$ cat src/rtl/skip_eval_pkg.sv
package skip_eval_pkg;

   typedef enum logic [4:0] {
      OP_NOP      = 5'd0,
      OP_LT_RI    = 5'd1,
      OP_GT_RI    = 5'd2,
      OP_EQ_RI    = 5'd3,
      OP_NE_RI    = 5'd4,
      OP_ON_RI    = 5'd5,
      OP_OFF_RI   = 5'd6,
      OP_LT_WI    = 5'd7,
      OP_GT_WI    = 5'd8,
      OP_EQ_WI    = 5'd9,
      OP_NE_WI    = 5'd10,
      OP_ON_WI    = 5'd11,
      OP_OFF_WI   = 5'd12,
      OP_EQ_AR    = 5'd13,
      OP_NE_AR    = 5'd14,
      OP_EQ_AW    = 5'd15,
      OP_NE_AW    = 5'd16,
      OP_ADD_NC   = 5'd17,
      OP_SUB_NB   = 5'd18,
      OP_SUBI_NB  = 5'd19,
      OP_WEQ      = 5'd20,
      OP_WGT      = 5'd21,
      OP_WADD_NC  = 5'd22,
      OP_FLAG_SET = 5'd23,
      OP_FLAG_CLR = 5'd24,
      OP_IRQ_SET  = 5'd25,
      OP_IRQ_CLR  = 5'd26,
      OP_WBIT_SET = 5'd27
   } skip_op_e;

   typedef enum logic [3:0] {
      REL_NONE,
      REL_GT,
      REL_EQ,
      REL_NE,
      REL_ON,
      REL_OFF,
      REL_ARITH8,
      REL_WEQ,
      REL_WGT,
      REL_ARITH16,
      REL_FLAG1,
      REL_FLAG0,
      REL_IRQ1,
      REL_IRQ0,
      REL_BIT1
   } skip_rel_e;

   // selector width that covers the widest of the three selectable vectors
   function automatic int sel_width(input int nflag, input int nirq, input int dw);
      int m;
      m = nflag;
      if (nirq > m) m = nirq;
      if (dw > m) m = dw;
      return $clog2(m);
   endfunction

endpackage

$ cat src/rtl/skip_magcmp.sv
module skip_magcmp #(
   parameter int W = 8
) (
   input  logic [W-1:0] a,
   input  logic [W-1:0] b,
   output logic         eq,
   output logic         gt
);
   localparam bit SPLIT = (W > 8) && ((W % 2) == 0);
   localparam int HW    = W / 2;

   generate
      if (SPLIT) begin : g_split
         logic hi_eq, hi_gt, lo_eq, lo_gt;
         assign hi_eq = (a[W-1:HW] == b[W-1:HW]);
         assign hi_gt = (a[W-1:HW] >  b[W-1:HW]);
         assign lo_eq = (a[HW-1:0] == b[HW-1:0]);
         assign lo_gt = (a[HW-1:0] >  b[HW-1:0]);
         assign eq    = hi_eq & lo_eq;
         assign gt    = hi_gt | (hi_eq & lo_gt);
      end else begin : g_flat
         assign eq = (a == b);
         assign gt = (a >  b);
      end
   endgenerate
endmodule

$ cat src/rtl/skip_addsub.sv
module skip_addsub #(
   parameter int W = 8
) (
   input  logic [W-1:0] a,
   input  logic [W-1:0] b,
   input  logic         sub,
   output logic [W-1:0] res,
   output logic         no_carry
);
   logic [W:0] ext;

   always_comb begin
      if (sub) ext = {1'b0, a} - {1'b0, b};
      else     ext = {1'b0, a} + {1'b0, b};
   end

   assign res      = ext[W-1:0];
   assign no_carry = ~ext[W];
endmodule

$ cat src/rtl/skip_bitpick.sv
module skip_bitpick #(
   parameter int N     = 8,
   parameter int SEL_W = 3
) (
   input  logic [N-1:0]     vec,
   input  logic [SEL_W-1:0] sel,
   output logic             bit_o
);
   localparam int SPAN = 1 << SEL_W;

   generate
      if (SPAN < N) begin : g_bad
         $error("skip_bitpick: selector too narrow for vector");
      end else if (SPAN == N) begin : g_exact
         assign bit_o = vec[sel];
      end else begin : g_padded
         logic [SPAN-1:0] padded;
         assign padded = {{(SPAN - N){1'b0}}, vec};
         assign bit_o  = padded[sel];
      end
   endgenerate
endmodule

$ cat src/rtl/skip_eval_unit.sv
module skip_eval_unit
   import skip_eval_pkg::*;
#(
   parameter int DATA_W = 8,
   parameter int NFLAG  = 8,
   parameter int NIRQ   = 16,
   localparam int WIDE_W = 2 * DATA_W,
   localparam int SEL_W  = sel_width(NFLAG, NIRQ, DATA_W),
   localparam int BIT_W  = $clog2(DATA_W)
) (
   input  logic              clk,
   input  logic              rst_n,
   input  logic              in_valid,
   input  logic [4:0]        op,
   input  logic [DATA_W-1:0] acc,
   input  logic [DATA_W-1:0] reg_opnd,
   input  logic [DATA_W-1:0] imm,
   input  logic [DATA_W-1:0] wmem,
   input  logic [WIDE_W-1:0] ea,
   input  logic [WIDE_W-1:0] rpair,
   input  logic [SEL_W-1:0]  sel,
   input  logic [NFLAG-1:0]  flags,
   input  logic [NIRQ-1:0]   irq_flags,
   output logic              out_valid,
   output logic              skip,
   output logic [WIDE_W-1:0] result
);

   generate
      if (DATA_W < 2) begin : g_chk_dw
         $error("skip_eval_unit: DATA_W must be at least 2");
      end
      if (NFLAG < 1 || NIRQ < 1) begin : g_chk_vec
         $error("skip_eval_unit: flag vectors need at least one bit");
      end
   endgenerate

   // operand steering and relation decode
   logic [DATA_W-1:0] cmp_a, cmp_b, ar_b;
   logic              ar_sub;
   skip_rel_e         rel;

   always_comb begin
      cmp_a  = reg_opnd;
      cmp_b  = imm;
      ar_b   = acc;
      ar_sub = 1'b0;
      rel    = REL_NONE;
      case (op)
         OP_LT_RI:    begin cmp_a = imm; cmp_b = reg_opnd; rel = REL_GT; end
         OP_GT_RI:    rel = REL_GT;
         OP_EQ_RI:    rel = REL_EQ;
         OP_NE_RI:    rel = REL_NE;
         OP_ON_RI:    rel = REL_ON;
         OP_OFF_RI:   rel = REL_OFF;
         OP_LT_WI:    begin cmp_a = imm;  cmp_b = wmem; rel = REL_GT; end
         OP_GT_WI:    begin cmp_a = wmem; rel = REL_GT;  end
         OP_EQ_WI:    begin cmp_a = wmem; rel = REL_EQ;  end
         OP_NE_WI:    begin cmp_a = wmem; rel = REL_NE;  end
         OP_ON_WI:    begin cmp_a = wmem; rel = REL_ON;  end
         OP_OFF_WI:   begin cmp_a = wmem; rel = REL_OFF; end
         OP_EQ_AR:    begin cmp_a = acc; cmp_b = reg_opnd; rel = REL_EQ; end
         OP_NE_AR:    begin cmp_a = acc; cmp_b = reg_opnd; rel = REL_NE; end
         OP_EQ_AW:    begin cmp_a = acc; cmp_b = wmem; rel = REL_EQ; end
         OP_NE_AW:    begin cmp_a = acc; cmp_b = wmem; rel = REL_NE; end
         OP_ADD_NC:   rel = REL_ARITH8;
         OP_SUB_NB:   begin ar_sub = 1'b1; rel = REL_ARITH8; end
         OP_SUBI_NB:  begin ar_sub = 1'b1; ar_b = imm; rel = REL_ARITH8; end
         OP_WEQ:      rel = REL_WEQ;
         OP_WGT:      rel = REL_WGT;
         OP_WADD_NC:  rel = REL_ARITH16;
         OP_FLAG_SET: rel = REL_FLAG1;
         OP_FLAG_CLR: rel = REL_FLAG0;
         OP_IRQ_SET:  rel = REL_IRQ1;
         OP_IRQ_CLR:  rel = REL_IRQ0;
         OP_WBIT_SET: rel = REL_BIT1;
         default:     rel = REL_NONE;
      endcase
   end

   // evaluation datapath
   logic              eq8, gt8, eq16, gt16, mask_nz;
   logic              ok8, ok16, flag_bit, irq_bit, wbit;
   logic [DATA_W-1:0] res8;
   logic [WIDE_W-1:0] res16;

   skip_magcmp #(.W(DATA_W)) u_cmp_byte (
      .a(cmp_a), .b(cmp_b), .eq(eq8), .gt(gt8)
   );

   skip_magcmp #(.W(WIDE_W)) u_cmp_wide (
      .a(ea), .b(rpair), .eq(eq16), .gt(gt16)
   );

   assign mask_nz = |(cmp_a & cmp_b);

   skip_addsub #(.W(DATA_W)) u_arith_byte (
      .a(reg_opnd), .b(ar_b), .sub(ar_sub), .res(res8), .no_carry(ok8)
   );

   skip_addsub #(.W(WIDE_W)) u_arith_wide (
      .a(ea), .b(rpair), .sub(1'b0), .res(res16), .no_carry(ok16)
   );

   skip_bitpick #(.N(NFLAG), .SEL_W(SEL_W)) u_pick_flag (
      .vec(flags), .sel(sel), .bit_o(flag_bit)
   );

   skip_bitpick #(.N(NIRQ), .SEL_W(SEL_W)) u_pick_irq (
      .vec(irq_flags), .sel(sel), .bit_o(irq_bit)
   );

   skip_bitpick #(.N(DATA_W), .SEL_W(BIT_W)) u_pick_wbit (
      .vec(wmem), .sel(sel[BIT_W-1:0]), .bit_o(wbit)
   );

   logic              skip_c;
   logic [WIDE_W-1:0] result_c;

   always_comb begin
      case (rel)
         REL_GT:      skip_c = gt8;
         REL_EQ:      skip_c = eq8;
         REL_NE:      skip_c = ~eq8;
         REL_ON:      skip_c = mask_nz;
         REL_OFF:     skip_c = ~mask_nz;
         REL_ARITH8:  skip_c = ok8;
         REL_WEQ:     skip_c = eq16;
         REL_WGT:     skip_c = gt16;
         REL_ARITH16: skip_c = ok16;
         REL_FLAG1:   skip_c = flag_bit;
         REL_FLAG0:   skip_c = ~flag_bit;
         REL_IRQ1:    skip_c = irq_bit;
         REL_IRQ0:    skip_c = ~irq_bit;
         REL_BIT1:    skip_c = wbit;
         default:     skip_c = 1'b0;
      endcase
   end

   always_comb begin
      case (rel)
         REL_ARITH8:  result_c = {{DATA_W{1'b0}}, res8};
         REL_ARITH16: result_c = res16;
         default:     result_c = '0;
      endcase
   end

   // output stage
   always_ff @(posedge clk or negedge rst_n) begin
      if (!rst_n) begin
         out_valid <= 1'b0;
         skip      <= 1'b0;
         result    <= '0;
      end else begin
         out_valid <= in_valid;
         skip      <= in_valid & skip_c;
         result    <= in_valid ? result_c : '0;
      end
   end

endmodule

$ cat config.mk
export PLATFORM = sky130hd
export DESIGN_NAME = skip_eval_unit
export DESIGN_NICKNAME = d
export VERILOG_FILES = /design/src/rtl/skip_eval_pkg.sv /design/src/rtl/skip_magcmp.sv /design/src/rtl/skip_addsub.sv /design/src/rtl/skip_bitpick.sv /design/src/rtl/skip_eval_unit.sv
export SDC_FILE = /design/constraint.sdc
export NUM_CORES = 1
export LEC_CHECK = 0
export BUFFER_PORTS_ARGS = -buffer_cell sky130_fd_sc_hd__buf_4
export CORE_ASPECT_RATIO = 1.25
export CORE_MARGIN = 2
export CORE_UTILIZATION = 51
export DETAILED_ROUTE_END_ITERATION = 10
export HOLD_SLACK_MARGIN = 0.03
export PLACE_DENSITY = 0.78
export SYNTH_ARGS = -nofsm -noshare
export SYNTH_HDL_FRONTEND = slang
export SYNTH_SLANG_ARGS = --single-unit
$ cat constraint.sdc
create_clock -name clk -period 0.8 [get_ports clk]
set_input_delay 0.08 -clock clk [delete_from_list [all_inputs] [get_ports clk]]
set_output_delay 0.08 -clock clk [all_outputs]
set_load 0.1 [all_outputs]
==> results of run 1 <==
==> timing repair <==
item | CTS
hold buffers | 2
pin swaps | 48
endpoints found under the hold margin | 19
setup buffers | 10
setup endpoints to repair | 35
gates resized for setup | 85
==> logic make-up after synthesis <==
group | after synthesis | synth area share
xor gates and xnor gates | 28 | 0.0670
adders and majority gates | 59 | 0.206
DFF | 18 | 0.123
and+or+nand+nor | 156 | 0.217
buffers and inverters | 61 | 0.0670
AOI/OAI and AO/OA | 121 | 0.226
muxes | 23 | 0.0943
==> metrics by stage <==
stage	hold slack, ns	worst slack, ns	TNS, ns	utilization
4_1_cts	0.0822	-1.95	-21.56	0.907
3_5_place_dp	-0.0355	-2.42	-25.05	0.829
3_3_place_gp	-0.0413	-2.32	-24.00	0.829
2_1_floorplan	-0.216	-2.37	-21.34	-
==> layer usage <==
metal / GRT overflow / track usage
met3: 0 / 0.637
met4: 46 / 0.910
met2: 50 / 0.964
met5: 0 / 0.0533
met1: 1 / 0.730
==> synth_stat cells, drive strengths merged (10+ instances only) <==
master,instances,area share
nor2b,12,0.020
o21ai,19,0.026
ha,57,0.19
buf,11,0.016
nor2,49,0.051
inv,42,0.043
nand2b,10,0.017
mux2i,12,0.033
xnor2,19,0.045
a31oi,12,0.020
a21oi,23,0.031
nand2,30,0.031
nand3,10,0.014
dfrtp,18,0.12
==> metrics.txt, run 1 <==
# TYPE chip_impl_metric gauge
chip_impl_metric{name="placed_cells_incl_taps",unit=""} 784
chip_impl_metric{name="yosysWarnings",unit=""} 0
chip_impl_metric{name="largest_net_degree_at_the_start_of_global_routing",unit=""} 19
chip_impl_metric{name="placer_congestion",unit=""} 0.918
chip_impl_metric{name="grt_overflow_total",unit=""} 97
chip_impl_metric{name="postSynthCellCount",unit=""} 466
chip_impl_metric{name="ios",unit=""} 118
chip_impl_metric{name="post-dp-hpwl",unit="um"} 11200
chip_impl_metric{name="placement_rows",unit=""} 34
chip_impl_metric{name="htree_levels",unit=""} 1
chip_impl_info{name="outcome",value="did not finish"} 1
chip_impl_metric{name="tritoncts.num_buffers",unit=""} 3
chip_impl_metric{name="synth.yosys.seq_area_share",unit=""} 0.123
chip_impl_metric{name="ys_ff_latch",unit=""} 18
chip_impl_metric{name="die_width",unit="um"} 79.8
chip_impl_metric{name="initial_core_util",unit=""} 0.525
chip_impl_metric{name="placement.cell_area",unit="sq um"} 5790
chip_impl_info{name="synth_flop_cell",value="sky130_fd_sc_hd__dfrtp_1"} 1
chip_impl_info{name="cts_root_buffer",value="sky130_fd_sc_hd__clkbuf_8"} 1
chip_impl_info{name="grt_repair_worst_endpoint",value="skip$_DFF_PN0_/D"} 1
chip_impl_metric{name="yosysUniqueCellTypes",unit=""} 65
chip_impl_metric{name="portBuffers",unit=""} 117
chip_impl_info{name="timing.worst_endpoint.kind",value="register data pin"} 1
chip_impl_metric{name="cts.sinks",unit=""} 18
chip_impl_metric{name="synth_enable_flop_cells",unit=""} 0
chip_impl_metric{name="gr-usage-all-layers",unit=""} 0.786
chip_impl_metric{name="die_height",unit="um"} 98.7
chip_impl_metric{name="cts.path.max_buffers",unit=""} 2
chip_impl_info{name="outcome.stop_stage",value="global routing (5_1_grt)"} 1
chip_impl_metric{name="syn_nets",unit=""} 625
chip_impl_metric{name="ys_async_sr_fraction",unit=""} 1.00
chip_impl_metric{name="synth_area_per_cell",unit="sq um"} 7.86
chip_impl_info{name="tool.error",value="[ERROR GRT-0232] Routing congestion too high. Check the congestion heatmap in the GUI."} 1
chip_impl_metric{name="post_synth_instance_area",unit="sq um"} 3660
==> run 2: changes to the inputs <==
- CORE_ASPECT_RATIO: 1.25 -> unset
- CORE_UTILIZATION: 51 -> 36
- HOLD_SLACK_MARGIN: 0.03 -> unset
- PLACE_DENSITY: 0.78 -> unset
- PLACE_DENSITY_LB_ADDON: unset -> 0.15
==> run 2 against run 1 <==
  * Area after synthesis unchanged
  * The flow now finishes, with violations (setup timing)
  * Synthesized cell count unchanged
==> metrics.txt, run 2 <==
# TYPE chip_impl_metric gauge
chip_impl_metric{name="final_setup_violation_count",unit=""} 35
chip_impl_metric{name="synth_enable_flop_cells",unit=""} 0
chip_impl_metric{name="timing_worst_slew_pin_value",unit="ns"} 0.391
chip_impl_info{name="hold_path_class",value="primary input to flop"} 1
chip_impl_metric{name="layout.nets",unit=""} 884
chip_impl_metric{name="clkSlewWorstSetupHoldPaths",unit="ns"} 0.07
chip_impl_metric{name="post_synth_instance_area",unit="sq um"} 3660
chip_impl_info{name="crit_path_cell_trace",value="buf_12, and4bb_2, nand2_4, mux2i_4, ha_4, o211ai_1, o21ai_1, a21oi_1, xor2_1, ha_1, or2_4, a21oi_2, a21oi_2, xor2_1, nand3_1, and4_1, a211oi_2"} 1
chip_impl_metric{name="crit_arrival",unit="ns"} 2.97
chip_impl_metric{name="worst_path_largest_cell_delay",unit="ns"} 0.36
chip_impl_info{name="crit_slowest_cell",value="sky130_fd_sc_hd__and4bb_2"} 1
chip_impl_info{name="outcome",value="complete, but fails checks"} 1
chip_impl_info{name="synth_flop_cell",value="sky130_fd_sc_hd__dfrtp_1"} 1
chip_impl_metric{name="portBuffers",unit=""} 117
chip_impl_metric{name="drive_above_1_share",unit=""} 0.539
chip_impl_metric{name="drt-total-wl",unit="um"} 13200
chip_impl_metric{name="layout_setup_ws",unit="ns"} -2.00
chip_impl_metric{name="design.core.area",unit="sq um"} 9820
chip_impl_metric{name="placement_rows",unit=""} 36
chip_impl_metric{name="dieArea",unit="sq um"} 11000
chip_impl_metric{name="drt-initial-drc-count",unit=""} 131
chip_impl_info{name="rsz0062_at_grt",value="yes"} 1
chip_impl_metric{name="yosysUniqueCellTypes",unit=""} 65
chip_impl_info{name="synthMostInstantiatedCell",value="sky130_fd_sc_hd__ha_1"} 1
chip_impl_metric{name="ys_async_sr_fraction",unit=""} 1.00
chip_impl_info{name="cts_root_buffer",value="sky130_fd_sc_hd__clkbuf_8"} 1
chip_impl_metric{name="worstPathMaxFanout",unit=""} 6
chip_impl_metric{name="tritoncts.num_buffers",unit=""} 3
chip_impl_metric{name="power-per-cell-area",unit="nW/um^2"} 904
chip_impl_metric{name="peakVddDrop",unit="V"} 0.000622
chip_impl_metric{name="report.final.hold_viol_count",unit=""} 0
chip_impl_metric{name="totalNegativeSetupSlack",unit="ns"} -21.13
chip_impl_info{name="largestRegisters",value="result: 16 flops, out_valid: 1 flops, skip: 1 flops"} 1
chip_impl_metric{name="antenna-diode-count",unit=""} 0
chip_impl_info{name="layout.cells.most_common",value="sky130_fd_sc_hd__buf_4"} 1
chip_impl_metric{name="htree_levels",unit=""} 1
chip_impl_metric{name="die_height",unit="um"} 105
chip_impl_metric{name="dr_total_vias",unit=""} 4492
chip_impl_metric{name="synth_area_per_cell",unit="sq um"} 7.86
chip_impl_metric{name="multi_input_area",unit="sq um"} 3590
chip_impl_metric{name="grt_pass1_wl",unit="um"} 21900
chip_impl_metric{name="syn_nets",unit=""} 625
chip_impl_metric{name="final_cell_area",unit="sq um"} 6840
chip_impl_metric{name="relSlewSlack",unit=""} 0.736
chip_impl_metric{name="largest_register_ff_count",unit=""} 16
chip_impl_metric{name="post-dp-hpwl",unit="um"} 10300
chip_impl_metric{name="synth.yosys.seq_area_share",unit=""} 0.123
chip_impl_metric{name="yosysTopAreaCellShare",unit=""} 0.195
chip_impl_info{name="violations",value="setup timing"} 1
chip_impl_metric{name="timing.final.crit_period",unit="ns"} 2.80
chip_impl_metric{name="flow.area_growth_from_synthesis",unit="%"} 86.7
chip_impl_metric{name="placer_congestion",unit=""} 0.885
chip_impl_metric{name="cts.sinks",unit=""} 18
chip_impl_info{name="cts_tree",value="done"} 1
chip_impl_metric{name="grt_overflow_total",unit=""} 0
chip_impl_metric{name="initial_core_util",unit=""} 0.373
chip_impl_info{name="critical_path_class",value="primary input to flop"} 1
chip_impl_metric{name="antenna_violations_before_repair",unit=""} 0
chip_impl_metric{name="worst_hold_margin",unit="ns"} 0.0879
chip_impl_metric{name="gr-usage-all-layers",unit=""} 0.235
chip_impl_metric{name="ys_ff_latch",unit=""} 18
chip_impl_info{name="timing.critical_path.from_type",value="primary input"} 1
chip_impl_metric{name="largest_net_degree_at_the_start_of_global_routing",unit=""} 19
chip_impl_info{name="critical_path_sink_type",value="flop"} 1
chip_impl_metric{name="yosysWarnings",unit=""} 0
chip_impl_info{name="final_cell_mix",value="sky130_fd_sc_hd__buf_4, sky130_fd_sc_hd__nor2_1, sky130_fd_sc_hd__ha_1, sky130_fd_sc_hd__inv_1, sky130_fd_sc_hd__nand2_1"} 1
chip_impl_metric{name="ios",unit=""} 118
chip_impl_metric{name="drt_first_pass_iters",unit=""} 4
chip_impl_metric{name="sequential_cell_area",unit="sq um"} 472
chip_impl_metric{name="drc_errors",unit=""} 0
chip_impl_metric{name="power.static_leakage",unit="nW"} 3.25
chip_impl_metric{name="vias_per_cell",unit=""} 5.24
chip_impl_metric{name="finalMaxSlewViolations",unit=""} 0
chip_impl_metric{name="placement.cell_area",unit="sq um"} 5900
chip_impl_info{name="synth.area.top_cells",value="sky130_fd_sc_hd__ha_1, sky130_fd_sc_hd__dfrtp_1, sky130_fd_sc_hd__mux4_2"} 1
chip_impl_metric{name="max_freq",unit="MHz"} 357
chip_impl_info{name="synth_largest_area_cell",value="sky130_fd_sc_hd__ha_1"} 1
chip_impl_metric{name="route.antenna.remaining_nets",unit=""} 0
chip_impl_metric{name="report.power.total",unit="W"} 0.00618
chip_impl_metric{name="share_of_the_clock_period_used_by_the_worst_path_after_layout",unit=""} 3.50
chip_impl_info{name="post_synth_most_frequent_cells",value="sky130_fd_sc_hd__ha_1, sky130_fd_sc_hd__nor2_1, sky130_fd_sc_hd__inv_1"} 1
chip_impl_metric{name="route.detailed.wl_per_inst",unit="um"} 15.4
chip_impl_info{name="top_register",value="result"} 1
chip_impl_metric{name="postSynthCellCount",unit=""} 466
chip_impl_metric{name="die_width",unit="um"} 105
chip_impl_metric{name="first_global_vias",unit=""} 4849
chip_impl_metric{name="required",unit="ns"} 0.97
chip_impl_metric{name="n_fill_cell",unit=""} 774
chip_impl_metric{name="cts.path.max_buffers",unit=""} 2
chip_impl_metric{name="maxCapViolCount",unit=""} 0
-- run 2: cell counts after synthesis --
No cell type changed its count.
-- run 2: cells by family (layout without fill, tap and decap cells) --
kind of cell             Yosys count  count (layout)  synth area share
buffers and inverters             61             319            0.0670
XOR/XNOR                          28              28            0.0670
flip-flops                        18              18             0.123
adder cells (fa/ha/maj)           59              59             0.206
AO/OA/AOI/OAI                    121             121             0.226
AND/OR/NAND/NOR                  156             156             0.217
multiplexers                      23              23            0.0943
-- run 2: report_power, final --
part           total (W)  internal [W]  leakage (nW)  switching (W)
clock network   0.000759      0.000437        0.0288       0.000322
logic            0.00446       0.00241          3.00        0.00206
registers       0.000958      0.000937         0.220      0.0000213
total            0.00618       0.00378          3.25        0.00240
-- run 2: area by class of cell --
type                    instances  share of cell area
repair buffers                273               0.349
multi-input cells             387               0.525
clock buffers                   4             0.00805
well taps                     133              0.0243
flip-flops and latches         18              0.0690
inverters                      42              0.0253
-- run 2: path summary, 6_finish.rpt --
check	slack, ns	cells after the start	end	startpoint
min in group asynchronous	0.23	2	result[9]	rst_n
min	0.09	2	result[2]	in_valid
max in group asynchronous	0.34	2	result[0]	rst_n
max	-2.00	17	skip	op[3]
-- run 2: per-stage QoR --
stage,util,instances,setup slack [ns]
after floorplan,-,466,-2.37
after detailed placement,0.601,833,-2.42
after CTS,0.667,852,-1.96
after global placement,0.601,833,-2.39
final,0.696,857,-2.00
after global routing,0.696,857,-2.19
-- run 2: metal layers --
metal | routed length, um | vias to the layer above | track usage
met1 | 5420 | 2095 | 0.278
met3 | 573 | 28 | 0.0225
li1 | - | 2214 | -
met5 | 0 | - | 0
met4 | 293 | 0 | 0.0543
met2 | 6890 | 155 | 0.452
-- run 2: what timing repair did --
action | 4_1_cts | 5_1_grt
hold buffers | 2 | 0
pin swaps | 56 | 24
setup buffers | 15 | 6
resized for setup | 96 | 50
gates cloned | 0 | 1
endpoints found under the hold margin | 19 | 0
endpoints found under the setup margin | 35 | 35
-- run 2: critical path, delay by kind of cell --
| family | cells | cell delay, ns |
|---|---|---|
| AND/OR/NAND/NOR | 5 | 1.00 |
| XOR/XNOR | 2 | 0.35 |
| adder cells (fa/ha/maj) | 2 | 0.44 |
| buffers and inverters | 1 | 0.11 |
| multiplexers | 1 | 0.21 |
| AO/OA/AOI/OAI | 6 | 0.78 |
(Power assumes the default switching activity.)
==> run 3: changes to the inputs <==
- PLACE_DENSITY: unset -> 0.68
- PLACE_DENSITY_LB_ADDON: 0.15 -> unset
- clock period: 0.8 -> 3.6 ns (I/O delays scaled with it)
==> run 3 against run 2 <==
  * The flow now finishes without violations
  * First-iteration DRC count rose by 46%
  * Sequential share of layout area increased by 2.1 points
  * Clock power is 79% lower
  * Worst setup slack gained 2.3 ns
  * Worst hold slack gained 0.18 ns
  * Clock-buffer cell count did not move
  * Critical path depth is the same
  * Combinational power down 85%
  * Sequential power decreased by 78%
  * Global-route usage down 3.4 points
  * Non-clock buffer count is 114 lower
  * Largest power group unchanged
==> metrics.txt, run 3 (synthesized netlist as in run 2, its figures left out) <==
# TYPE chip_impl_metric gauge
chip_impl_metric{name="multi_input_area",unit="sq um"} 2980
chip_impl_metric{name="drc_errors",unit=""} 0
chip_impl_info{name="timing.critical_path.from_type",value="primary input"} 1
chip_impl_info{name="worst_hold_path.endpoint",value="out_valid"} 1
chip_impl_metric{name="gr-usage-all-layers",unit=""} 0.201
chip_impl_metric{name="largest_net_degree_at_the_start_of_global_routing",unit=""} 19
chip_impl_metric{name="finalMaxSlewViolations",unit=""} 0
chip_impl_metric{name="peakVddDrop",unit="V"} 0.000167
chip_impl_metric{name="die_width",unit="um"} 105
chip_impl_info{name="layout.cells.most_common",value="sky130_fd_sc_hd__buf_4"} 1
chip_impl_metric{name="pwr-share-seq",unit=""} 0.201
chip_impl_metric{name="timing.final.crit_period",unit="ns"} 3.32
chip_impl_metric{name="placer_congestion",unit=""} 0.968
chip_impl_info{name="critical_path_class",value="primary input to flop"} 1
chip_impl_info{name="cts_root_buffer",value="sky130_fd_sc_hd__clkbuf_8"} 1
chip_impl_metric{name="p_switching",unit="W"} 0.000424
chip_impl_metric{name="drt_first_pass_iters",unit=""} 5
chip_impl_info{name="crit_path_cell_trace",value="buf_4, nor2b_1, nor4_1, a31oi_1, nor2_2, nor2_1, a221o_1, ha_1, nor4_1, buf_4, a221oi_1, o21bai_1, a221oi_1, o31ai_1, a41oi_1, and4_1, a211oi_1"} 1
chip_impl_info{name="cts_tree",value="done"} 1
chip_impl_metric{name="final_setup_violation_count",unit=""} 0
chip_impl_metric{name="crit_arrival",unit="ns"} 3.45
chip_impl_metric{name="placement_rows",unit=""} 36
chip_impl_metric{name="relSlewSlack",unit=""} 0.555
chip_impl_metric{name="grt_overflow_total",unit=""} 0
chip_impl_metric{name="portBuffers",unit=""} 117
chip_impl_metric{name="netSwitchingFraction",unit=""} 0.405
chip_impl_metric{name="worstPathMaxFanout",unit=""} 11
chip_impl_metric{name="dr_total_vias",unit=""} 4034
chip_impl_metric{name="antenna_violations_before_repair",unit=""} 0
chip_impl_info{name="hold_start",value="in_valid"} 1
chip_impl_metric{name="drt-total-wl",unit="um"} 11400
chip_impl_metric{name="tritoncts.num_buffers",unit=""} 3
chip_impl_metric{name="final-instance-count-excl-fill",unit=""} 743
chip_impl_metric{name="die_height",unit="um"} 105
chip_impl_metric{name="report.final.hold_viol_count",unit=""} 0
chip_impl_metric{name="totalNegativeSetupSlack",unit="ns"} 0
chip_impl_metric{name="report.power.total",unit="W"} 0.00105
chip_impl_metric{name="combPwrFrac",unit=""} 0.645
chip_impl_metric{name="clkSlewWorstSetupHoldPaths",unit="ns"} 0.07
chip_impl_metric{name="maxCapViolCount",unit=""} 0
chip_impl_metric{name="sequential_cell_area",unit="sq um"} 450
chip_impl_info{name="critical_path_sink_type",value="flop"} 1
chip_impl_info{name="final_cell_mix",value="sky130_fd_sc_hd__buf_4, sky130_fd_sc_hd__ha_1, sky130_fd_sc_hd__nor2_1, sky130_fd_sc_hd__inv_1, sky130_fd_sc_hd__nand2_1"} 1
chip_impl_info{name="crit_slowest_cell",value="sky130_fd_sc_hd__nor4_1"} 1
chip_impl_metric{name="total_internal_power",unit="W"} 0.000622
chip_impl_metric{name="timing_worst_slew_pin_value",unit="ns"} 0.666
chip_impl_info{name="outcome",value="completed"} 1
chip_impl_metric{name="power-per-cell-area",unit="nW/um^2"} 209
chip_impl_metric{name="vias_per_cell",unit=""} 5.43
chip_impl_metric{name="post-dp-hpwl",unit="um"} 9880
chip_impl_info{name="top_register",value="result"} 1
chip_impl_metric{name="placed_cells_incl_taps",unit=""} 738
chip_impl_metric{name="route.detailed.wl_per_inst",unit="um"} 15.3
chip_impl_metric{name="cts.path.max_buffers",unit=""} 2
chip_impl_metric{name="ios",unit=""} 118
chip_impl_metric{name="share_of_the_clock_period_used_by_the_worst_path_after_layout",unit=""} 0.923
chip_impl_metric{name="final_cell_area",unit="sq um"} 5000
chip_impl_metric{name="design.core.area",unit="sq um"} 9820
chip_impl_metric{name="n_fill_cell",unit=""} 991
chip_impl_metric{name="grt_pass1_wl",unit="um"} 18400
chip_impl_metric{name="worst_hold_margin",unit="ns"} 0.264
chip_impl_metric{name="htree_levels",unit=""} 1
chip_impl_metric{name="required",unit="ns"} 3.72
chip_impl_metric{name="placement.cell_area",unit="sq um"} 4930
chip_impl_metric{name="hold_path_depth",unit=""} 1
chip_impl_info{name="rsz0062_at_grt",value="no"} 1
chip_impl_metric{name="setup_buffers_after_cts",unit=""} 0
chip_impl_metric{name="initial_core_util",unit=""} 0.373
chip_impl_metric{name="route.antenna.remaining_nets",unit=""} 0
chip_impl_metric{name="antenna-diode-count",unit=""} 0
chip_impl_metric{name="path_buf_inv",unit=""} 2
chip_impl_metric{name="flow.area_growth_from_synthesis",unit="%"} 36.6
chip_impl_metric{name="worst_path_largest_cell_delay",unit="ns"} 0.42
chip_impl_metric{name="power.static_leakage",unit="nW"} 2.49
chip_impl_metric{name="max_freq",unit="MHz"} 301
chip_impl_metric{name="drt-initial-drc-count",unit=""} 191
chip_impl_metric{name="cts.sinks",unit=""} 18
chip_impl_info{name="largestRegisters",value="result: 16 flops, out_valid: 1 flops, skip: 1 flops"} 1
chip_impl_info{name="hold_path_class",value="primary input to flop"} 1
chip_impl_metric{name="drive_above_1_share",unit=""} 0.297
chip_impl_info{name="kind_of_cell_adding_the_most_delay_to_the_critical_path",value="compound AO/OA/AOI/OAI gates"} 1
chip_impl_metric{name="p_clk_frac",unit=""} 0.154
chip_impl_metric{name="dieArea",unit="sq um"} 11000
chip_impl_metric{name="layout.nets",unit=""} 770
chip_impl_metric{name="largest_register_ff_count",unit=""} 16
chip_impl_metric{name="first_global_vias",unit=""} 3785
==> run 3: repair_timing <==
action	4_1_cts	5_1_grt
gates resized for setup	0	1
hold buffers	1	0
endpoints found under the hold margin	18	0
setup endpoints to repair	0	1
==> run 3: per-stage QoR <==
stage          setup WS, ns  utilization
2_1_floorplan        0.0114            -
3_3_place_gp        0.00321        0.502
3_5_place_dp        0.00561        0.502
4_1_cts               0.277        0.509
5_1_grt              0.0174        0.510
6_report              0.276        0.510
==> run 3: worst max-delay path by stage <==
stage                      from  endpoint  slack (ns)  depth (start not counted)
after global placement    op[1]      skip       0.003                         15
final                     op[3]      skip        0.28                         17
after CTS                 op[3]      skip        0.28                         17
after floorplan           op[3]      skip        0.01                         17
after detailed placement  op[3]      skip       0.006                         17
after global routing      op[3]      skip        0.02                         17
==> run 3: layout make-up <==
type                       count  area share
sequential                    18      0.0900
timing repair buffer         159       0.239
inverter                      42      0.0315
clock buffer                   4      0.0110
tap                          133      0.0333
multi-input combinational    387       0.595
==> run 3: power by group through the flow <==
stage | combinational, W | clock [W] | sequential, W
global placement | 0.000656 | 0 | 0.000214
detailed placement | 0.000666 | 0 | 0.000214
finish | 0.000675 | 0.000161 | 0.000210
CTS | 0.000670 | 0.000164 | 0.000210
global route | 0.000743 | 0.000167 | 0.000210
floorplan | 0.000376 | 0 | 0.000254
==> run 3: metal layers <==
| layer | global-route usage | up-vias | part of all wire |
|---|---|---|---|
| met5 | 0 | - | 0 |
| met4 | 0.0171 | 0 | 0.0076 |
| met3 | 0.0262 | 8 | 0.062 |
| met2 | 0.343 | 166 | 0.46 |
| met1 | 0.282 | 1878 | 0.47 |
| li1 | - | 1982 | - |
==> run 4: changes to the inputs <==
- ABC_AREA: unset -> 1
- clock period: 3.6 -> 3.8 ns (I/O delays scaled with it)
==> run 4 against run 3 <==
  * Clock-buffer cell count unchanged
  * Sequential cell count did not move
  * Utilization down 3.7 points
  * Largest cell class unchanged
==> metrics.txt, run 4 <==
# TYPE chip_impl_metric gauge
chip_impl_metric{name="htree_levels",unit=""} 1
chip_impl_metric{name="drive_above_1_share",unit=""} 0.227
chip_impl_info{name="layout.cells.most_common",value="sky130_fd_sc_hd__buf_4"} 1
chip_impl_metric{name="max_freq",unit="MHz"} 315
chip_impl_metric{name="grt_pass1_wl",unit="um"} 18600
chip_impl_info{name="synth.area.top_cells",value="sky130_fd_sc_hd__ha_1, sky130_fd_sc_hd__dfrtp_1, sky130_fd_sc_hd__nand2_1"} 1
chip_impl_metric{name="timing.final.crit_period",unit="ns"} 3.18
chip_impl_metric{name="drt-initial-drc-count",unit=""} 208
chip_impl_metric{name="antenna_violations_before_repair",unit=""} 0
chip_impl_metric{name="portBuffers",unit=""} 117
chip_impl_metric{name="gr-usage-all-layers",unit=""} 0.196
chip_impl_metric{name="layout.nets",unit=""} 873
chip_impl_metric{name="relSlewSlack",unit=""} 0.617
chip_impl_info{name="synth_top_family_by_area",value="simple AND/OR/NAND/NOR gates"} 1
chip_impl_metric{name="worst_hold_margin",unit="ns"} 0.296
chip_impl_info{name="synthMostInstantiatedCell",value="sky130_fd_sc_hd__nand2_1"} 1
chip_impl_metric{name="required",unit="ns"} 3.97
chip_impl_metric{name="setup_buffers_after_cts",unit=""} 0
chip_impl_metric{name="placer_congestion",unit=""} 0.920
chip_impl_metric{name="drt_first_pass_iters",unit=""} 6
chip_impl_metric{name="totalNegativeSetupSlack",unit="ns"} 0
chip_impl_metric{name="initial_core_util",unit=""} 0.367
chip_impl_metric{name="route.detailed.wl_per_inst",unit="um"} 13.2
chip_impl_info{name="hold_path_class",value="primary input to flop"} 1
chip_impl_metric{name="peakVddDrop",unit="V"} 0.000149
chip_impl_info{name="synth_largest_area_cell",value="sky130_fd_sc_hd__ha_1"} 1
chip_impl_info{name="outcome",value="completed"} 1
chip_impl_metric{name="drt-total-wl",unit="um"} 11200
chip_impl_metric{name="synthAdderAreaFrac",unit=""} 0.200
chip_impl_metric{name="yosysUniqueCellTypes",unit=""} 50
chip_impl_info{name="critical_path_sink_type",value="flop"} 1
chip_impl_metric{name="postSynthCellCount",unit=""} 599
chip_impl_metric{name="power-per-cell-area",unit="nW/um^2"} 194
chip_impl_metric{name="flow.area_growth_from_synthesis",unit="%"} 28.6
chip_impl_metric{name="synth-compound-area-share",unit=""} 0.219
chip_impl_metric{name="vias_per_cell",unit=""} 5.04
chip_impl_metric{name="synth-simple-area-share",unit=""} 0.294
chip_impl_metric{name="largest_net_degree_at_the_start_of_global_routing",unit=""} 22
chip_impl_metric{name="yosysWarnings",unit=""} 0
chip_impl_metric{name="placement_rows",unit=""} 37
chip_impl_info{name="cts_tree",value="done"} 1
chip_impl_metric{name="cts_resized",unit=""} 0
chip_impl_metric{name="synth.yosys.seq_area_share",unit=""} 0.120
chip_impl_metric{name="report.final.hold_viol_count",unit=""} 0
chip_impl_info{name="rsz0062_at_grt",value="no"} 1
chip_impl_metric{name="tritoncts.num_buffers",unit=""} 3
chip_impl_metric{name="post-dp-hpwl",unit="um"} 9660
chip_impl_metric{name="dr_total_vias",unit=""} 4281
chip_impl_metric{name="cts.path.max_buffers",unit=""} 2
chip_impl_metric{name="first_global_vias",unit=""} 4155
chip_impl_metric{name="grt_overflow_total",unit=""} 0
chip_impl_metric{name="yosys.area_share.xor_xnor",unit=""} 0.0419
chip_impl_metric{name="clkSlewWorstSetupHoldPaths",unit="ns"} 0.06
chip_impl_metric{name="ys_async_sr_fraction",unit=""} 1.00
chip_impl_metric{name="design.core.area",unit="sq um"} 10200
chip_impl_metric{name="worstPathMaxFanout",unit=""} 7
chip_impl_info{name="top_register",value="result"} 1
chip_impl_info{name="timing.critical_path.from_type",value="primary input"} 1
chip_impl_metric{name="cts.sinks",unit=""} 18
chip_impl_metric{name="route.antenna.remaining_nets",unit=""} 0
chip_impl_metric{name="drc_errors",unit=""} 0
chip_impl_metric{name="power.static_leakage",unit="nW"} 2.70
chip_impl_metric{name="crit_arrival",unit="ns"} 3.35
chip_impl_metric{name="synth_enable_flop_cells",unit=""} 0
chip_impl_metric{name="largest_register_ff_count",unit=""} 16
chip_impl_metric{name="die_height",unit="um"} 106
chip_impl_info{name="synth_flop_cell",value="sky130_fd_sc_hd__dfrtp_1"} 1
chip_impl_info{name="critical_path_class",value="primary input to flop"} 1
chip_impl_metric{name="place_ws",unit="ns"} 0.408
chip_impl_metric{name="ios",unit=""} 118
chip_impl_info{name="largestRegisters",value="result: 16 flops, out_valid: 1 flops, skip: 1 flops"} 1
chip_impl_metric{name="share_of_the_clock_period_used_by_the_worst_path_after_layout",unit=""} 0.836
chip_impl_info{name="post_synth_most_frequent_cells",value="sky130_fd_sc_hd__nand2_1, sky130_fd_sc_hd__inv_1, sky130_fd_sc_hd__nor2_1"} 1
chip_impl_metric{name="antenna-diode-count",unit=""} 0
chip_impl_metric{name="syn_nets",unit=""} 758
chip_impl_metric{name="synth.area.mux_share",unit=""} 0
chip_impl_metric{name="final_setup_violation_count",unit=""} 0
chip_impl_metric{name="dieArea",unit="sq um"} 11300
chip_impl_metric{name="yosysTopAreaCellShare",unit=""} 0.190
chip_impl_metric{name="die_width",unit="um"} 106
chip_impl_metric{name="post_synth_instance_area",unit="sq um"} 3760
chip_impl_info{name="cts_root_buffer",value="sky130_fd_sc_hd__clkbuf_8"} 1
chip_impl_metric{name="ctsHoldBuffers",unit=""} 1
chip_impl_metric{name="hold_path_depth",unit=""} 1
chip_impl_info{name="final_cell_mix",value="sky130_fd_sc_hd__buf_4, sky130_fd_sc_hd__nand2_1, sky130_fd_sc_hd__inv_1, sky130_fd_sc_hd__nor2_1, sky130_fd_sc_hd__ha_1"} 1
chip_impl_metric{name="layout_setup_ws",unit="ns"} 0.624
chip_impl_metric{name="timing_worst_slew_pin_value",unit="ns"} 0.571
chip_impl_metric{name="finalMaxSlewViolations",unit=""} 0
chip_impl_metric{name="maxCapViolCount",unit=""} 0
chip_impl_metric{name="synth_area_per_cell",unit="sq um"} 6.27
chip_impl_metric{name="ys_ff_latch",unit=""} 18
==> run 4: worst paths after layout <==
kind	startpoint	endpoint	slack [ns]
min in group asynchronous	rst_n	out_valid	0.52
max in group asynchronous	rst_n	result[6]	3.09
worst min-delay path	in_valid	out_valid	0.30
worst max-delay path	op[2]	result[7]	0.62
==> run 4: final cells by class <==
class	count	area (sq um)
Sequential cell	18	450
Timing Repair Buffer	118	888
Fill cell	995	5400
Multi-Input combinational cell	459	2840
Inverter	114	429
Tap cell	136	170
Clock buffer	4	55.1
==> run 4: critical path: stages <==
cell and delay, ns:
sky130_fd_sc_hd__buf_4 0.14, sky130_fd_sc_hd__nor2_4 0.21, sky130_fd_sc_hd__nand2_1 0.12, sky130_fd_sc_hd__nor2_1 0.19
sky130_fd_sc_hd__nand2_1 0.08, sky130_fd_sc_hd__nand2_1 0.07, sky130_fd_sc_hd__inv_2 0.05, sky130_fd_sc_hd__ha_1 0.19
sky130_fd_sc_hd__or2_2 0.30, sky130_fd_sc_hd__xor2_1 0.15, sky130_fd_sc_hd__ha_1 0.32, sky130_fd_sc_hd__a21oi_1 0.17
sky130_fd_sc_hd__nand2_1 0.10, sky130_fd_sc_hd__nand2_1 0.07, sky130_fd_sc_hd__nand2_1 0.05, sky130_fd_sc_hd__a21oi_1 0.22
sky130_fd_sc_hd__nor2_1 0.06, sky130_fd_sc_hd__o21ai_0 0.16, sky130_fd_sc_hd__nand2_1 0.09, sky130_fd_sc_hd__nand2_1 0.06
sky130_fd_sc_hd__nand2_1 0.04, sky130_fd_sc_hd__o21ai_0 0.12
==> run 4: power by group <==
| part | internal, W | switching [W] | total, W | leakage (nW) |
|---|---|---|---|---|
| clock | 0.0000920 | 0.0000611 | 0.000153 | 0.0288 |
| sequential | 0.000197 | 0.00000151 | 0.000198 | 0.247 |
| combinational | 0.000231 | 0.000355 | 0.000586 | 2.43 |
==> run 4: kinds of logic (layout without fill, tap and decap cells) <==
group / after synthesis / after routing
DFF: 18 / 18
adders and majority gates: 59 / 59
AOI/OAI and AO/OA: 133 / 133
xor gates and xnor gates: 18 / 18
and+or+nand+nor: 249 / 249
buffers and inverters: 122 / 236
==> run 4: routing by layer <==
layer | global-route usage | routed length (um) | up-vias
met2 | 0.345 | 5240 | 172
li1 | - | - | 2195
met1 | 0.254 | 5060 | 1896
met3 | 0.0215 | 751 | 18
met5 | 0 | 0 | -
met4 | 0.0498 | 195 | 0
==> run 4: per-stage QoR <==
step | utilization | instance area, sq um | power (W) | std cells
finish | 0.472 | 4830 | 0.000937 | 849
global route | 0.472 | 4830 | 0.00101 | 849
CTS | 0.472 | 4830 | 0.000935 | 849
detailed placement | 0.466 | 4770 | 0.000779 | 844
global placement | 0.466 | 4770 | 0.000768 | 844
floorplan | - | 3760 | 0.000578 | 599
